File: src/rtl/pmon_pkg.sv
package pmon_pkg;

    typedef enum logic [2:0] {
        PH_IDLE  = 3'd0,
        PH_SETUP = 3'd1,
        PH_WAIT  = 3'd2,
        PH_DONE  = 3'd3,
        PH_STRAY = 3'd4
    } phase_e;

    typedef struct packed {
        logic sel;
        logic en;
        logic ready;
        logic err;
    } hs_t;

    localparam int NUM_RULES     = 7;
    localparam int RULE_SETUP_EN = 0;
    localparam int RULE_HOLD     = 1;
    localparam int RULE_DROP     = 2;
    localparam int RULE_ERR      = 3;
    localparam int RULE_STRAY_EN = 4;
    localparam int RULE_RST_SEL  = 5;
    localparam int RULE_NO_ACC   = 6;

    function automatic phase_e classify(input logic sel, input logic en, input logic ready);
        if (!sel)        return en ? PH_STRAY : PH_IDLE;
        else if (!en)    return PH_SETUP;
        else if (!ready) return PH_WAIT;
        else             return PH_DONE;
    endfunction

    // After these phases a new transfer may begin, so enable must start low.
    function automatic logic opens_xfer(input phase_e p);
        return (p == PH_IDLE) || (p == PH_DONE) || (p == PH_STRAY);
    endfunction

    // After these phases the transfer is still in flight.
    function automatic logic mid_xfer(input phase_e p);
        return (p == PH_SETUP) || (p == PH_WAIT);
    endfunction

endpackage

File: src/rtl/pmon_track.sv
module pmon_track
    import pmon_pkg::*;
#(
    parameter int ADDR_W = 32,
    parameter int DATA_W = 32
) (
    input  logic                   clk,
    input  logic                   rst,
    input  logic                   sel,
    input  logic                   en,
    input  logic                   ready,
    input  logic                   write,
    input  logic [ADDR_W-1:0]      addr,
    input  logic [DATA_W-1:0]      wdata,
    input  logic [DATA_W/8-1:0]    strb,
    output phase_e                 cur_ph,
    output phase_e                 prev_ph,
    output logic                   first_cyc,
    output logic                   held_moved
);
    localparam int STRB_W = DATA_W / 8;
    localparam int SNAP_W = ADDR_W + DATA_W + STRB_W + 3;

    logic [SNAP_W-1:0] snap_now;
    logic [SNAP_W-1:0] snap_prev;

    assign cur_ph     = classify(sel, en, ready);
    assign snap_now   = {addr, wdata, strb, write, sel, en};
    assign held_moved = (snap_now != snap_prev);

    always_ff @(posedge clk) begin
        if (rst) begin
            prev_ph   <= PH_IDLE;
            first_cyc <= 1'b1;
            snap_prev <= '0;
        end else begin
            prev_ph   <= cur_ph;
            first_cyc <= 1'b0;
            snap_prev <= snap_now;
        end
    end

endmodule

File: src/rtl/pmon_rules.sv
module pmon_rules
    import pmon_pkg::*;
(
    input  logic                 clk,
    input  logic                 rst,
    input  logic                 clr,
    input  hs_t                  hs,
    input  phase_e               prev_ph,
    input  logic                 first_cyc,
    input  logic                 held_moved,
    output logic [NUM_RULES-1:0] flags,
    output logic                 pulse
);
    logic [NUM_RULES-1:0] fail;

    always_comb begin
        fail                = '0;
        fail[RULE_SETUP_EN] = hs.sel && hs.en && opens_xfer(prev_ph);
        fail[RULE_HOLD]     = (prev_ph == PH_WAIT) && held_moved;
        fail[RULE_DROP]     = !hs.sel && mid_xfer(prev_ph);
        fail[RULE_ERR]      = hs.sel && hs.en && !hs.ready && hs.err;
        fail[RULE_STRAY_EN] = hs.en && !hs.sel;
        fail[RULE_RST_SEL]  = first_cyc && hs.sel;
        fail[RULE_NO_ACC]   = (prev_ph == PH_SETUP) && hs.sel && !hs.en;
    end

    always_ff @(posedge clk) begin
        if (rst) begin
            flags <= '0;
            pulse <= 1'b0;
        end else begin
            flags <= (clr ? '0 : flags) | fail;
            pulse <= (|fail) && (clr || (flags == '0));
        end
    end

endmodule

File: src/rtl/pmon_satcnt.sv
module pmon_satcnt #(
    parameter int W = 16
) (
    input  logic         clk,
    input  logic         rst,
    input  logic         inc,
    output logic [W-1:0] cnt
);
    localparam logic [W-1:0] TOP = '1;

    always_ff @(posedge clk) begin
        if (rst)                     cnt <= '0;
        else if (inc && cnt != TOP)  cnt <= cnt + W'(1);
    end

endmodule

File: src/rtl/pmon_stats.sv
module pmon_stats
    import pmon_pkg::*;
#(
    parameter int CNT_W  = 16,
    parameter int WAIT_W = 8
) (
    input  logic              clk,
    input  logic              rst,
    input  phase_e            cur_ph,
    input  logic              err,
    output logic [CNT_W-1:0]  good_cnt,
    output logic [CNT_W-1:0]  bad_cnt,
    output logic [WAIT_W-1:0] peak_wait,
    output logic [WAIT_W-1:0] recent_wait
);
    localparam int           N_TALLY  = 2;
    localparam logic [WAIT_W-1:0] WAIT_TOP = '1;

    logic [N_TALLY-1:0] bump;
    logic [CNT_W-1:0]   tally [N_TALLY];
    logic [WAIT_W-1:0]  run;

    assign bump[0] = (cur_ph == PH_DONE) && !err;
    assign bump[1] = (cur_ph == PH_DONE) && err;

    for (genvar g = 0; g < N_TALLY; g++) begin : g_tally
        pmon_satcnt #(.W(CNT_W)) u_cnt (
            .clk (clk),
            .rst (rst),
            .inc (bump[g]),
            .cnt (tally[g])
        );
    end

    assign good_cnt = tally[0];
    assign bad_cnt  = tally[1];

    always_ff @(posedge clk) begin
        if (rst) begin
            run         <= '0;
            recent_wait <= '0;
            peak_wait   <= '0;
        end else begin
            if (cur_ph == PH_WAIT) run <= (run == WAIT_TOP) ? run : run + WAIT_W'(1);
            else                   run <= '0;
            if (cur_ph == PH_DONE) begin
                recent_wait <= run;
                if (run > peak_wait) peak_wait <= run;
            end
        end
    end

endmodule

File: src/rtl/pbus_monitor.sv
module pbus_monitor
    import pmon_pkg::*;
#(
    parameter int ADDR_W = 32,
    parameter int DATA_W = 32,
    parameter int CNT_W  = 16,
    parameter int WAIT_W = 8
) (
    input  logic                 clk,
    input  logic                 rst,
    input  logic                 clr_flags,
    input  logic                 bus_sel,
    input  logic                 bus_enable,
    input  logic                 bus_write,
    input  logic [ADDR_W-1:0]    bus_addr,
    input  logic [DATA_W-1:0]    bus_wdata,
    input  logic [DATA_W/8-1:0]  bus_strb,
    input  logic                 bus_ready,
    input  logic                 bus_err,
    output logic [NUM_RULES-1:0] viol_flags,
    output logic                 viol_pulse,
    output logic [CNT_W-1:0]     good_count,
    output logic [CNT_W-1:0]     err_count,
    output logic [WAIT_W-1:0]    max_wait,
    output logic [WAIT_W-1:0]    last_wait
);
    phase_e cur_ph;
    phase_e prev_ph;
    logic   first_cyc;
    logic   held_moved;
    hs_t    hs;

    assign hs = '{sel: bus_sel, en: bus_enable, ready: bus_ready, err: bus_err};

    pmon_track #(.ADDR_W(ADDR_W), .DATA_W(DATA_W)) u_track (
        .clk        (clk),
        .rst        (rst),
        .sel        (bus_sel),
        .en         (bus_enable),
        .ready      (bus_ready),
        .write      (bus_write),
        .addr       (bus_addr),
        .wdata      (bus_wdata),
        .strb       (bus_strb),
        .cur_ph     (cur_ph),
        .prev_ph    (prev_ph),
        .first_cyc  (first_cyc),
        .held_moved (held_moved)
    );

    pmon_rules u_rules (
        .clk        (clk),
        .rst        (rst),
        .clr        (clr_flags),
        .hs         (hs),
        .prev_ph    (prev_ph),
        .first_cyc  (first_cyc),
        .held_moved (held_moved),
        .flags      (viol_flags),
        .pulse      (viol_pulse)
    );

    pmon_stats #(.CNT_W(CNT_W), .WAIT_W(WAIT_W)) u_stats (
        .clk         (clk),
        .rst         (rst),
        .cur_ph      (cur_ph),
        .err         (bus_err),
        .good_cnt    (good_count),
        .bad_cnt     (err_count),
        .peak_wait   (max_wait),
        .recent_wait (last_wait)
    );

endmodule

File: config.mk
export PLATFORM = sky130hd
export DESIGN_NAME = pbus_monitor
export DESIGN_NICKNAME = d
export VERILOG_FILES = /design/src/rtl/pmon_pkg.sv /design/src/rtl/pmon_track.sv /design/src/rtl/pmon_rules.sv /design/src/rtl/pmon_satcnt.sv /design/src/rtl/pmon_stats.sv /design/src/rtl/pbus_monitor.sv
export SDC_FILE = /design/constraint.sdc
export NUM_CORES = 1
export LEC_CHECK = 0
export ABC_AREA = 1
export ABC_CLOCK_PERIOD_IN_PS = 1520
export CAP_MARGIN = 20
export CORE_AREA = 2 2 128 130
export DETAILED_ROUTE_END_ITERATION = 7
export DIE_AREA = 0 0 130 132
export DONT_BUFFER_PORTS = 1
export PLACE_DENSITY_LB_ADDON = 0.1
export SETUP_SLACK_MARGIN = 0.5
export SKIP_LAST_GASP = 1
export SLEW_MARGIN = 20
export SYNTH_ARGS = -nofsm -noshare
export SYNTH_HDL_FRONTEND = slang
export SYNTH_SLANG_ARGS = --single-unit
File: constraint.sdc
create_clock -name clk -period 1.52 [get_ports clk]
set_input_delay 0.304 -clock clk [delete_from_list [all_inputs] [get_ports clk]]
set_output_delay 0.304 -clock clk [all_outputs]
set_load 0.05 [all_outputs]
==> metrics.cfg <==
[grt]
grt_max_degree=71
grt_pass1_wl_um=26690
overflow=0
track_usage_pct=19.49
grt_antenna_before_repair=0
grt_pass1_vias=5814

[cells_and_area]
insertedDiodeCount=0
utilization_pct=62.44
nNetsFinal=1126
nFillCells=1335
synthToLayoutAreaGrowth_pct=58.28
final_layout_size_suffix_gt1_share_pct=32.51

[setup_path]
worst_setup_path_start_kind=flop
rr_startpoint=u_stats.peak_wait[3]
worstSetupEndpoint=u_stats.peak_wait[0]
crit_type=reg -> reg
setup.worst_path.start=u_stats.peak_wait[3]
r2r-end=u_stats.peak_wait[0]
crit_path_max_fanout=8
ff2ff_path_depth=10
cp.required_ns=1.83
cp.arrival_ns=1.94
reg2reg_slack_ns=-0.11
worstSetupEndpointType=flop

[sta]
fin_crit_sh_pct=107.3
report.final.slew_viol_count=0
rsz0062_at_grt=yes
fin_crit_ns=1.631
fmax_mhz=613.1
report.final.hold_viol_count=0
slew_headroom_pct=70.21
worst_slew_pin_slew_ns=0.4469
layout_setup_ws_ns=-0.1109
skew_ns=0.006841
setup_viol=13

[logic_synthesis]
syn_area_per_cell_um2=7.207
synth_seq_cells=139
synth.distinct_cells=34
syn_nets=947
synthFlopType=dfxtp_1
yosysWarnings=0
synth_edf_count=0
yosys.cell_count.top_type=nor2_1
synthTopCellsByArea=dfxtp_1 (45%), nor2_1 (10%), nand2_1 (9.7%)
seq_area_frac_synth_pct=44.89
yosysTopAreaCell=dfxtp_1
synthTopCellsByCount=nor2_1 (173), nand2_1 (160), dfxtp_1 (139), inv_1 (139), xor2_1 (48)
syn_area_mm2=0.006198
syn_inst=860
synth_top_area_share_pct=44.89
async_flop_share_pct=0

[route]
routedWlPerCell_um=13.26
firstDrtPassIters=4
drtAntennaViolNets=0
viasPerCell=4.629
drtIter0Drc=218
drcViolationCount=0
wl_um=16820
vias=5869

[placement]
hpwl_um=10530
gp_congestion=0.8289
port-buffer-count=0

[die]
ios=132
die_y_um=132
core_area_mm2=0.01571
die_w_um=130
initial_core_util_pct=39.45
rows=46
dieArea_mm2=0.01716

[pwr]
p_per_area_mw_per_mm2=909.9
total_power_mw=8.927
ir_drop_mv=0.7226
leakagePower_nw=4.505

[run_status]
violations=negative setup slack
run_status=complete, but fails checks

[clock_network]
cts_buffer_depth=2
root_buffer=clkbuf_16
h-tree-depth=4
clkTransAtPathRegs_ns=0.06
cts_buffers=17
cts_tree=done
insertion_delay_ns=0.42
numClockSinks=139

[run]
maxCapViolCount=0

[worst_hold_path]
hold_path_class=in -> reg

==> critical path, cell delays in order, from the launching register on <==
cell      delay [ns]
dfxtp_4         0.36
inv_2           0.03
ha_1            0.30
a21oi_2         0.13
o21ai_1         0.09
nand2_1         0.07
o211ai_1        0.11
nand2_2         0.17
clkinv_4        0.11
nor2_2          0.11
nor2_1          0.04
==> state kept, by name, indices dropped and copies added (netlist names) <==
register	flops
u_stats.g_tally.u_cnt.cnt	32
u_track.prev_ph	3
u_rules.flags	7
u_rules.pulse	1
u_track.first_cyc	1
u_stats.run	8
u_stats.peak_wait	8
u_track.snap_prev	71
u_stats.recent_wait	8
==> cell usage in the layout, fill, tap and decap left out, drive strengths merged <==
| cell | netlist | final |
|---|---|---|
| xnor2 | 4 | 4 |
| o211ai | 1 | 1 |
| dlygate4sd3 | 0 | 69 |
| inv | 141 | 144 |
| nor2 | 177 | 177 |
| nor3 | 16 | 16 |
| a21oi | 45 | 45 |
| nand2 | 166 | 167 |
| clkinvlp | 0 | 1 |
| nand3 | 28 | 28 |
| xor2 | 48 | 48 |
| nor4 | 1 | 1 |
| clkbuf | 9 | 24 |
| a31oi | 5 | 5 |
| clkinv | 2 | 6 |
| ha | 11 | 11 |
| or2 | 1 | 1 |
| nand4 | 5 | 5 |
| a31o | 1 | 1 |
| buf | 12 | 110 |
| o21ai | 42 | 42 |
| dfxtp | 139 | 139 |
| nor3b | 6 | 6 |
| bufinv | 0 | 1 |
==> layout make-up <==
cell class | instances | area (µm²) | area share [%]
tap | 216 | 270.3 | 2.755
sequential | 139 | 2958 | 30.15
clock inverter | 8 | 77.57 | 0.7907
inverter | 143 | 558.0 | 5.688
multi-input combinational | 558 | 3357 | 34.22
timing repair inverter | 1 | 11.26 | 0.1148
clock buffer | 24 | 523.0 | 5.331
timing repair buffer | 179 | 2056 | 20.95
==> worst min path at each step <==
stage                                        end  slack (ns)    startpoint  cells past startpoint
after floorplan                u_track.first_cyc        0.33           rst                      0
after global placement         u_track.first_cyc        0.35           rst                      0
after detailed placement       u_track.first_cyc        0.34           rst                      0
after CTS                  u_track.snap_prev[68]       0.003  bus_addr[29]                      2
after global routing      u_stats.recent_wait[1]        0.01     bus_ready                      2
final                      u_track.snap_prev[68]        0.01  bus_addr[29]                      2
==> stage by stage <==
stage | cell area, µm² | TNS (ns) | worst slack [ns] | instances | hold slack (ns)
final | 9811 | -0.9338 | -0.1109 | 1268 | 0.01456
after global routing | 9811 | -3.309 | -0.1941 | 1268 | 0.01388
after CTS | 9340 | -0.6396 | -0.08267 | 1256 | 0.002667
after detailed placement | 7171 | -0.7093 | -0.09416 | 1129 | 0.3406
after global placement | 7171 | -0.4150 | -0.07570 | 1129 | 0.3459
after floorplan | 6464 | -1.081 | -0.07180 | 860 | 0.3317
==> power by group <==
part           internal [mW]  leakage, nW  switching, mW  total, mW
logic                  0.461         3.02          0.471      0.932
clock network           2.57        0.299           1.60       4.17
registers               3.74         1.19         0.0845       3.82
total                   6.77         4.50           2.15       8.93
==> layer usage <==
layer	vias to the layer above	track usage [%]	wire length, µm
met5	-	0	0
met4	0	7.766	314
met3	24	6.412	1152
met2	129	34.12	8762
met1	2714	21.57	6588
li1	3002	-	-
==> kinds of logic after synthesis <==
kind of cell / Yosys count / synth area share, %
adder cells (fa/ha/maj): 11 / 2.220
buffers and inverters: 164 / 10.60
XOR/XNOR: 52 / 7.347
AND/OR/NAND/NOR: 400 / 27.15
AO/OA/AOI/OAI: 94 / 7.792
flip-flops: 139 / 44.89
==> repair_timing <==
item	CTS	global route
hold buffers	70	0
gates resized for setup	192	95
setup buffers	22	12
setup endpoints to repair	106	108
gates cloned	3	0
hold endpoints to repair	97	0
pin swaps	35	43
Note: power is estimated with default switching activity, not from simulation.
